--- config.mk ---
export PLATFORM = sky130hd
export DESIGN_NAME = halfbridge_gate_ctrl
export DESIGN_NICKNAME = d
export VERILOG_FILES = /design/src/rtl/hbg_pkg.sv /design/src/rtl/hbg_sync.sv /design/src/rtl/hbg_interlock.sv /design/src/rtl/hbg_drive.sv /design/src/rtl/halfbridge_gate_ctrl.sv
export SDC_FILE = /design/constraint.sdc
export NUM_CORES = 1
export LEC_CHECK = 0
export BUFFER_PORTS_ARGS = -buffer_cell sky130_fd_sc_hd__buf_2
export CELL_PAD_IN_SITES_DETAIL_PLACEMENT = 0
export CELL_PAD_IN_SITES_GLOBAL_PLACEMENT = 1
export CORE_UTILIZATION = 40
export DETAILED_ROUTE_END_ITERATION = 8
export GPL_ROUTABILITY_DRIVEN = 0
export PLACE_DENSITY_LB_ADDON = 0.1
export SYNTH_ARGS = -nofsm -noshare
export SYNTH_HDL_FRONTEND = slang
export SYNTH_SLANG_ARGS = --single-unit
--- constraint.sdc ---
create_clock -name clk -period 6.96 [get_ports clk]
set_input_delay 0.696 -clock clk [delete_from_list [all_inputs] [get_ports clk]]
set_output_delay 0.696 -clock clk [all_outputs]
set_load 0.01 [all_outputs]
--- src/rtl/hbg_pkg.sv ---
package hbg_pkg;
  // Interlock leg states
  typedef enum logic [2:0] {
    ST_IDLE,
    ST_ARM_HI,
    ST_HI,
    ST_ARM_LO,
    ST_LO
  } leg_state_e;

  // Bit positions inside the synchronized input vector
  localparam int unsigned N_IN    = 6;
  localparam int unsigned IX_PWM  = 0;
  localparam int unsigned IX_EN   = 1;
  localparam int unsigned IX_SYNC = 2;
  localparam int unsigned IX_CRWN = 3;
  localparam int unsigned IX_LSFB = 4;
  localparam int unsigned IX_SWFB = 5;

  // Safe values while in reset: clamp released, all else inactive
  localparam logic [N_IN-1:0] IN_RST_VAL = 6'b001000;
endpackage

--- src/rtl/hbg_sync.sv ---
module hbg_sync #(
  parameter int unsigned WIDTH = 6,
  parameter int unsigned STAGES = 2,
  parameter logic [WIDTH-1:0] RST_VAL = '0
) (
  input  logic             clk,
  input  logic             rst_n,
  input  logic [WIDTH-1:0] d,
  output logic [WIDTH-1:0] q
);
  logic [STAGES-1:0][WIDTH-1:0] stg;

  always_ff @(posedge clk or negedge rst_n) begin
    if (!rst_n) begin
      for (int i = 0; i < int'(STAGES); i++) stg[i] <= RST_VAL;
    end else begin
      stg[0] <= d;
      for (int i = 1; i < int'(STAGES); i++) stg[i] <= stg[i-1];
    end
  end

  assign q = stg[STAGES-1];
endmodule

--- src/rtl/hbg_interlock.sv ---
module hbg_interlock
  import hbg_pkg::*;
#(
  parameter int unsigned DT_W = 8,
  parameter int unsigned BLANK = 3,
  parameter bit PWM_INVERT = 1'b0
) (
  input  logic            clk,
  input  logic            rst_n,
  input  logic            pwm_s,
  input  logic            en_s,
  input  logic            sync_s,
  input  logic            clamp_s,
  input  logic            ls_low_s,
  input  logic            sw_low_s,
  input  logic [DT_W-1:0] dead,
  output logic            want_hi,
  output logic            want_lo
);
  localparam int unsigned CNT_W = $clog2((1 << DT_W) + BLANK + 1);

  leg_state_e st_q, st_d;
  logic [CNT_W-1:0] cnt_q, cnt_d;
  logic [CNT_W-1:0] blank_c, target_c;
  logic cmd_hi;

  assign cmd_hi   = pwm_s ^ PWM_INVERT;
  assign blank_c  = CNT_W'(BLANK);
  assign target_c = blank_c + CNT_W'(dead);

  always_comb begin
    st_d  = st_q;
    cnt_d = cnt_q;
    if (clamp_s || !en_s) begin
      st_d = ST_IDLE;
    end else begin
      unique case (st_q)
        ST_IDLE: begin
          if (cmd_hi) st_d = ST_ARM_HI;
          else if (sync_s) st_d = ST_ARM_LO;
        end
        ST_ARM_HI: begin
          if (!cmd_hi) st_d = sync_s ? ST_ARM_LO : ST_IDLE;
          else if (cnt_q < blank_c) cnt_d = cnt_q + 1'b1;
          else if (ls_low_s) begin
            if (cnt_q == target_c) st_d = ST_HI;
            else cnt_d = cnt_q + 1'b1;
          end else cnt_d = blank_c;
        end
        ST_HI: begin
          if (!cmd_hi) st_d = sync_s ? ST_ARM_LO : ST_IDLE;
        end
        ST_ARM_LO: begin
          if (cmd_hi) st_d = ST_ARM_HI;
          else if (!sync_s) st_d = ST_IDLE;
          else if (cnt_q < blank_c) cnt_d = cnt_q + 1'b1;
          else if (sw_low_s) begin
            if (cnt_q == target_c) st_d = ST_LO;
            else cnt_d = cnt_q + 1'b1;
          end else cnt_d = blank_c;
        end
        ST_LO: begin
          if (cmd_hi) st_d = ST_ARM_HI;
          else if (!sync_s) st_d = ST_IDLE;
        end
        default: st_d = ST_IDLE;
      endcase
    end
    if (st_d != st_q) cnt_d = '0;
  end

  always_ff @(posedge clk or negedge rst_n) begin
    if (!rst_n) begin
      st_q  <= ST_IDLE;
      cnt_q <= '0;
    end else begin
      st_q  <= st_d;
      cnt_q <= cnt_d;
    end
  end

  assign want_hi = (st_q == ST_HI);
  assign want_lo = (st_q == ST_LO);
endmodule

--- src/rtl/hbg_drive.sv ---
module hbg_drive (
  input  logic clk,
  input  logic rst_n,
  input  logic clamp_s,
  input  logic en_s,
  input  logic sync_s,
  input  logic want_hi,
  input  logic want_lo,
  output logic hi_q,
  output logic lo_q
);
  // Clamp, enable and mode act here directly, one register from the pins' sync
  always_ff @(posedge clk or negedge rst_n) begin
    if (!rst_n) begin
      hi_q <= 1'b0;
      lo_q <= 1'b0;
    end else begin
      hi_q <= !clamp_s && en_s && want_hi;
      lo_q <= clamp_s || (en_s && sync_s && want_lo);
    end
  end
endmodule

--- src/rtl/halfbridge_gate_ctrl.sv ---
module halfbridge_gate_ctrl
  import hbg_pkg::*;
#(
  parameter int unsigned DT_W = 8,
  parameter int unsigned SYNC_STAGES = 2,
  parameter bit PWM_INVERT = 1'b0
) (
  input  logic            clk,
  input  logic            rst_n,
  input  logic            pwm_cmd,
  input  logic            drv_en,
  input  logic            sync_rect_en,
  input  logic            crowbar_n,
  input  logic            lo_gate_low,
  input  logic            sw_node_low,
  input  logic [DT_W-1:0] min_dead,
  output logic            hi_gate,
  output logic            lo_gate
);
  // Feedback older than the sync path plus output register is trusted
  localparam int unsigned BLANK = SYNC_STAGES + 1;

  logic [N_IN-1:0] raw_v, syn_v;
  logic want_hi, want_lo, clamp_s;

  assign raw_v[IX_PWM]  = pwm_cmd;
  assign raw_v[IX_EN]   = drv_en;
  assign raw_v[IX_SYNC] = sync_rect_en;
  assign raw_v[IX_CRWN] = crowbar_n;
  assign raw_v[IX_LSFB] = lo_gate_low;
  assign raw_v[IX_SWFB] = sw_node_low;

  hbg_sync #(
    .WIDTH(N_IN), .STAGES(SYNC_STAGES), .RST_VAL(IN_RST_VAL)
  ) u_sync (
    .clk(clk), .rst_n(rst_n), .d(raw_v), .q(syn_v)
  );

  assign clamp_s = !syn_v[IX_CRWN];

  hbg_interlock #(
    .DT_W(DT_W), .BLANK(BLANK), .PWM_INVERT(PWM_INVERT)
  ) u_lock (
    .clk(clk), .rst_n(rst_n),
    .pwm_s(syn_v[IX_PWM]), .en_s(syn_v[IX_EN]), .sync_s(syn_v[IX_SYNC]),
    .clamp_s(clamp_s), .ls_low_s(syn_v[IX_LSFB]), .sw_low_s(syn_v[IX_SWFB]),
    .dead(min_dead), .want_hi(want_hi), .want_lo(want_lo)
  );

  hbg_drive u_drv (
    .clk(clk), .rst_n(rst_n), .clamp_s(clamp_s),
    .en_s(syn_v[IX_EN]), .sync_s(syn_v[IX_SYNC]),
    .want_hi(want_hi), .want_lo(want_lo),
    .hi_q(hi_gate), .lo_q(lo_gate)
  );
endmodule

==> impl_metrics.yaml, run 1 <==
outcome:
  status: "finished clean"
timing:
  setup_tns_ns: 0
  fmax_mhz: 318.9
  hold_viol: 0
  grt_setup_unrepaired: "no"
  final.setup.worst_slack_ns: 3.824
  post-route-period-util: 0.4506
  setup_violations: 0
  timing.final.crit_period_ns: 3.136
  slew_headroom: 0.2484
  worstMarginPinSlew_ns: 1.117
  fin_skew_ns: 0.002898
  holdWs_ns: 0.3559
  slew_viol_final: 0
worst_setup_path:
  cp-end-kind: "register"
  crit_required_ns: 7.05
  arrival_ns: 3.23
  worstReg2RegStart: "u_sync.q[0]$_DFF_PN0_"
  critPathLaunchType: "input pin"
  r2r_cells: 7
  r2r-end: "u_lock.cnt_q[8]$_DFFE_PN0P_"
  crit_type: "in -> reg"
  crit_fanout: 9
  r2r_setup_slack_ns: 4.06
cts:
  htreeDepth: 1
  insertion_delay_ns: 0.27
  cts_buffers: 3
  cts.sinks: 26
  cts-resized-gates: 0
  post-cts-setup-buffers: 0
  clk_pin_slew_ns: 0.09
  cts_hold_buf: 0
  cts_tree: "done"
  cts-root-buf: "clkbuf_8"
  cts.path.max_buffers: 2
floorplan:
  chipWidth_um: 67.56
  coreArea_um2: 4058
  num_rows: 23
  num_io_pins: 18
  die_area_um2: 4564
  die_height_um: 67.56
  initial_core_util: 0.4237
routing:
  drt_first_pass_iters: 4
  route.final.wire_length_um: 3873
  vias: 1484
  drt-initial-drc-count: 66
  drc: 0
  wire_per_inst_um: 15.25
  vias_per_cell: 5.843
  final_antenna_net_count: 0
logic_synthesis:
  ys_ff_latch: 26
  syn_avg_cell_area_um2: 9.001
  netlist_top_cells_area: "dfrtp_1 (35%), nand2_1 (3.9%), xnor2_1 (3.6%), o21ai_0 (3.5%), dfstp_2 (3.1%)"
  ys.warnings.count: 0
  synthArstFlopShare: 1.000
  seq_area_frac_synth: 0.3799
  synth_top_area_share: 0.3493
  netlist_area_um2: 1719
  yosysMostFrequentCell: "dfrtp_1"
  yosys.area.top_type: "dfrtp_1"
  synthFlopType: "dfrtp_1"
  syn_nets: 209
  synth_commonest_cells: "dfrtp_1 (24), nand2_1 (18), o21ai_0 (12)"
  synth_edf_count: 0
  ys_types: 56
  synthCells: 191
worst_hold_path:
  hp-class: "reg -> reg"
  whs_path_depth: 0
  holdPathEnd: "u_sync.q[2]$_DFF_PN0_"
  min-delay-start: "u_sync.stg[2]$_DFF_PN0_"
global_route:
  antenna_found_initial: 0
  grt_pass1_wl_um: 6382
  grt_max_degree: 27
  grt_pass1_vias: 1385
  grt-ovfl-total: 0
  grt_use_total: 0.1883
power:
  p_leak_nw: 0.7359
  p_per_area_nw_per_um2: 176.5
  ir_drop_mv: 0.08988
final_layout:
  antenna_cells: 0
  nets: 223
  fin_util: 0.4632
  syn_to_final_growth_pct: 9.316
  drive_gt1_frac: 0.1765
  nFillCells: 387
place:
  dp_hpwl_um: 2914
  port_buffers: 17
  pre_cts_ws_ns: 3.526
run:
  max_cap_violations: 0
-- routing by layer --
| metal | wire, µm | vias up | global-route usage | share of wire |
|---|---|---|---|---|
| met4 | 17 | 0 | 0.04787 | 0.0044 |
| met2 | 1722 | 23 | 0.2933 | 0.44 |
| li1 | - | 740 | - | - |
| met3 | 108 | 2 | 0.02534 | 0.028 |
| met1 | 2025 | 719 | 0.2718 | 0.52 |
| met5 | 0 | - | 0 | 0 |
-- through the flow --
stage	instance area [µm²]	cells	power, mW
floorplan	1719	191	0.1938
global placement	1808	250	0.2093
detailed placement	1808	250	0.2095
CTS	1879	254	0.3349
global route	1879	254	0.3458
finish	1879	254	0.3317
-- cell type report --
cell class | count | area (µm²) | area share
clock buffers | 3 | 41.29 | 0.02197
clock inverters | 1 | 30.03 | 0.01598
inverters | 9 | 33.78 | 0.01798
multi-input cells | 148 | 973.4 | 0.5180
flip-flops and latches | 26 | 653.1 | 0.3475
well taps | 50 | 62.56 | 0.03329
repair buffers | 17 | 85.08 | 0.04527
-- power breakdown --
part           switching, mW  internal (mW)  leakage, nW
Sequential           0.00632          0.156        0.329
Clock                 0.0479         0.0769       0.0357
Combinational         0.0266         0.0176        0.371
-- sequential cells by signal, summed over array words and instances, names as in the netlist --
| signal | cells |
|---|---|
| u_sync.q | 6 |
| u_lock.cnt_q | 9 |
| u_lock.st_q | 3 |
| u_sync.stg | 6 |
| u_drv.lo_q | 1 |
| u_drv.hi_q | 1 |
-- how the worst max path moves through the flow --
| stage | startpoint | end | depth (start not counted) |
|---|---|---|---|
| 2_1_floorplan | min_dead[0] | u_lock.cnt_q[4]$_DFFE_PN0P_ | 9 |
| 3_3_place_gp | min_dead[0] | u_lock.cnt_q[0]$_DFFE_PN0P_ | 10 |
| 3_5_place_dp | min_dead[0] | u_lock.cnt_q[0]$_DFFE_PN0P_ | 10 |
| 4_1_cts | min_dead[0] | u_lock.cnt_q[0]$_DFFE_PN0P_ | 10 |
| 5_1_grt | min_dead[0] | u_lock.cnt_q[0]$_DFFE_PN0P_ | 10 |
| 6_report | min_dead[0] | u_lock.cnt_q[0]$_DFFE_PN0P_ | 10 |
-- cell families after synthesis --
| kind of cell | share of synthesized area |
|---|---|
| compound gates | 0.2118 |
| xor+xnor | 0.06550 |
| fa+ha+maj | 0.01455 |
| buf+inv | 0.05385 |
| flops | 0.3799 |
| mux | 0.01820 |
| simple gates | 0.2562 |
-- layout by cell type, fill, tap and decap left out, types with 4 or more instances in the layout --
| cell type | synthesis | layout |
|---|---|---|
| dfrtp_1 | 24 | 24 |
| nor3_1 | 10 | 10 |
| nor2_1 | 10 | 10 |
| xor2_1 | 4 | 4 |
| o21ai_0 | 12 | 12 |
| xnor2_1 | 7 | 7 |
| inv_1 | 9 | 9 |
| buf_2 | 0 | 17 |
| nand2_1 | 18 | 18 |
| nor2b_1 | 8 | 8 |
| nor4_1 | 7 | 7 |
| a21oi_1 | 10 | 10 |
| nand3_1 | 9 | 9 |
-- worst max-delay path, stage by stage --
cell and delay (ns):
buf_2 0.16, inv_1 0.06, ha_1 0.29, nand4b_1 0.27, o41ai_2 0.35, o221ai_2 0.22
o31a_1 0.35, o31a_1 0.29, a211oi_4 0.44, a311oi_1 0.10
Note: power is estimated with default switching activity, not from simulation.
==> run 2, diff against run 1 <==
clock period = 3 ns   (was 6.96 ns; I/O delays follow)
==> run 2 against run 1 <==
Effect of this change: first-iteration DRC count increased by 95%; non-clock buffer count increased by 2; worst setup slack got worse by 3.6 ns; wire length increased by 1.2%; die area unchanged; register-to-register slack got worse by 3.8 ns; clock power increased by 130%; sequential share of layout area decreased by 0.28 points; final area increased by 0.80%; clock-buffer cell count unchanged.
==> impl_metrics.yaml, run 2 (synthesized netlist as in run 1, its figures left out) <==
global_route:
  grt_pass1_wl_um: 6575
  grt_use_total: 0.1940
  antenna_found_initial: 0
  grt-ovfl-total: 0
  grt_max_degree: 27
  grt_pass1_vias: 1430
outcome:
  status: "finished clean"
run:
  max_cap_violations: 0
place:
  port_buffers: 17
  dp_hpwl_um: 2969
power:
  p_int_mw: 0.5833
  p_clk_frac: 0.379
  pwr-share-comb: 0.134
  switching_share: 0.2466
  p_per_area_nw_per_um2: 408.7
  switchingPower_mw: 0.1909
  pwr-share-seq: 0.487
  p_leak_nw: 0.7461
  ir_drop_mv: 0.2544
  finalPower_mw: 0.7742
cts:
  cts_hold_buf: 0
  post-cts-setup-buffers: 0
  clk_pin_slew_ns: 0.10
  cts.path.max_buffers: 2
  cts-resized-gates: 0
  cts_buffers: 3
  cts-root-buf: "clkbuf_8"
  insertion_delay_ns: 0.27
  cts_tree: "done"
  cts.sinks: 26
  htreeDepth: 1
worst_setup_path:
  r2r_setup_slack_ns: 0.29
  cp-end-kind: "register"
  r2r_cells: 8
  path_cells: "buf_2 > inv_1 > ha_1 > nand4b_1 > o41ai_2 > o221ai_2 > o31a_1 > o31a_1 > a211oi_4 > nor4_1"
  max_stage_delay_ns: 0.44
  crit_path_start: "min_dead[1]"
  crit_fanout: 9
  worstReg2RegStart: "u_lock.cnt_q[5]$_DFFE_PN0P_"
  critPathLaunchType: "input pin"
  crit_type: "in -> reg"
  path_common_cell: "o31a_1"
  arrival_ns: 2.86
  crit_path_top_delay_cell: "a211oi_4"
  r2r-end: "u_lock.cnt_q[4]$_DFFE_PN0P_"
  crit_required_ns: 3.13
  endpoint: "u_lock.cnt_q[4]$_DFFE_PN0P_"
final_layout:
  top_register: "u_lock.cnt_q"
  drive_gt1_frac: 0.1845
  largest_reg_flops: 9
  layout_common_cells: "dfrtp_1 (24), nand2_1 (18), buf_2 (17)"
  syn_to_final_growth_pct: 10.19
  fin_util: 0.4669
  nets: 225
  antenna_cells: 0
  layout_commonest_cell: "dfrtp_1"
timing:
  setup_tns_ns: 0
  worstMarginPinSlew_ns: 0.9535
  fin_skew_ns: 0.003596
  fmax_mhz: 366.6
  setup_violations: 0
  slew_headroom: 0.3479
  hold_viol: 0
  timing.final.crit_period_ns: 2.728
  post-route-period-util: 0.9092
  slew_viol_final: 0
  grt_setup_unrepaired: "no"
floorplan:
  chipWidth_um: 67.56
  die_height_um: 67.56
  die_area_um2: 4564
  num_rows: 23
  coreArea_um2: 4058
  num_io_pins: 18
  initial_core_util: 0.4237
worst_hold_path:
  hp-class: "in -> async"
routing:
  drt-initial-drc-count: 129
  drc: 0
  route.final.wire_length_um: 3918
  wire_per_inst_um: 15.30
  vias: 1491
  drt_first_pass_iters: 4
  vias_per_cell: 5.824
  final_antenna_net_count: 0
[run 2: cell types whose count changed in the layout (fill, tap and decap cells not counted), sizes merged]
cell and change:
buf +2
[run 2: critical path, delay by kind of cell]
| family | cells | cell delay (ns) |
|---|---|---|
| buf+inv | 2 | 0.19 |
| fa+ha+maj | 1 | 0.27 |
| simple gates | 2 | 0.39 |
| compound gates | 5 | 1.69 |
[run 2: worst min path at each step]
stage | slack [ns] | depth (start not counted) | to | from
final | 0.01 | 1 | u_lock.st_q[0]$_DFF_PN0_ | rst_n
after global routing | 0.05 | 1 | u_drv.hi_q$_DFF_PN0_ | rst_n
after CTS | 0.04 | 1 | u_drv.hi_q$_DFF_PN0_ | rst_n
after detailed placement | 0.34 | 1 | u_drv.hi_q$_DFF_PN0_ | rst_n
after global placement | 0.32 | 1 | u_drv.hi_q$_DFF_PN0_ | rst_n
after floorplan | 0.004 | 0 | u_drv.hi_q$_DFF_PN0_ | rst_n
[run 2: cell type report]
class | count | area (µm²)
fill | 399 | 2163
multi-input combinational | 148 | 973.4
sequential | 26 | 653.1
timing repair buffer | 19 | 100.1
tap | 50 | 62.56
clock buffer | 3 | 41.29
inverter | 9 | 33.78
clock inverter | 1 | 30.03
[run 2: per-stage QoR]
stage / cell area, µm² / worst slack (ns) / instances / hold slack [ns]
after floorplan: 1719 / 0.4985 / 191 / 0.004409
after global placement: 1823 / 0.1039 / 252 / 0.3222
after detailed placement: 1823 / 0.005904 / 252 / 0.3364
after CTS: 1894 / 0.2984 / 256 / 0.03649
after global routing: 1894 / 0.06511 / 256 / 0.05373
final: 1894 / 0.2723 / 256 / 0.009729
[run 2: metal layers]
| layer | global-route usage | vias to the layer above | part of all wire |
|---|---|---|---|
| met5 | 0 | - | 0 |
| met4 | 0.04255 | 0 | 0.0043 |
| met3 | 0.02534 | 2 | 0.034 |
| met2 | 0.3045 | 30 | 0.46 |
| met1 | 0.2816 | 720 | 0.50 |
| li1 | - | 739 | - |
[run 2: power by group through the flow]
stage	Sequential (mW)	Combinational, mW	Clock [mW]
after floorplan	0.376	0.0734	0
after global placement	0.384	0.103	0
after detailed placement	0.384	0.104	0
after CTS	0.377	0.104	0.306
after global routing	0.380	0.117	0.316
final	0.377	0.104	0.293
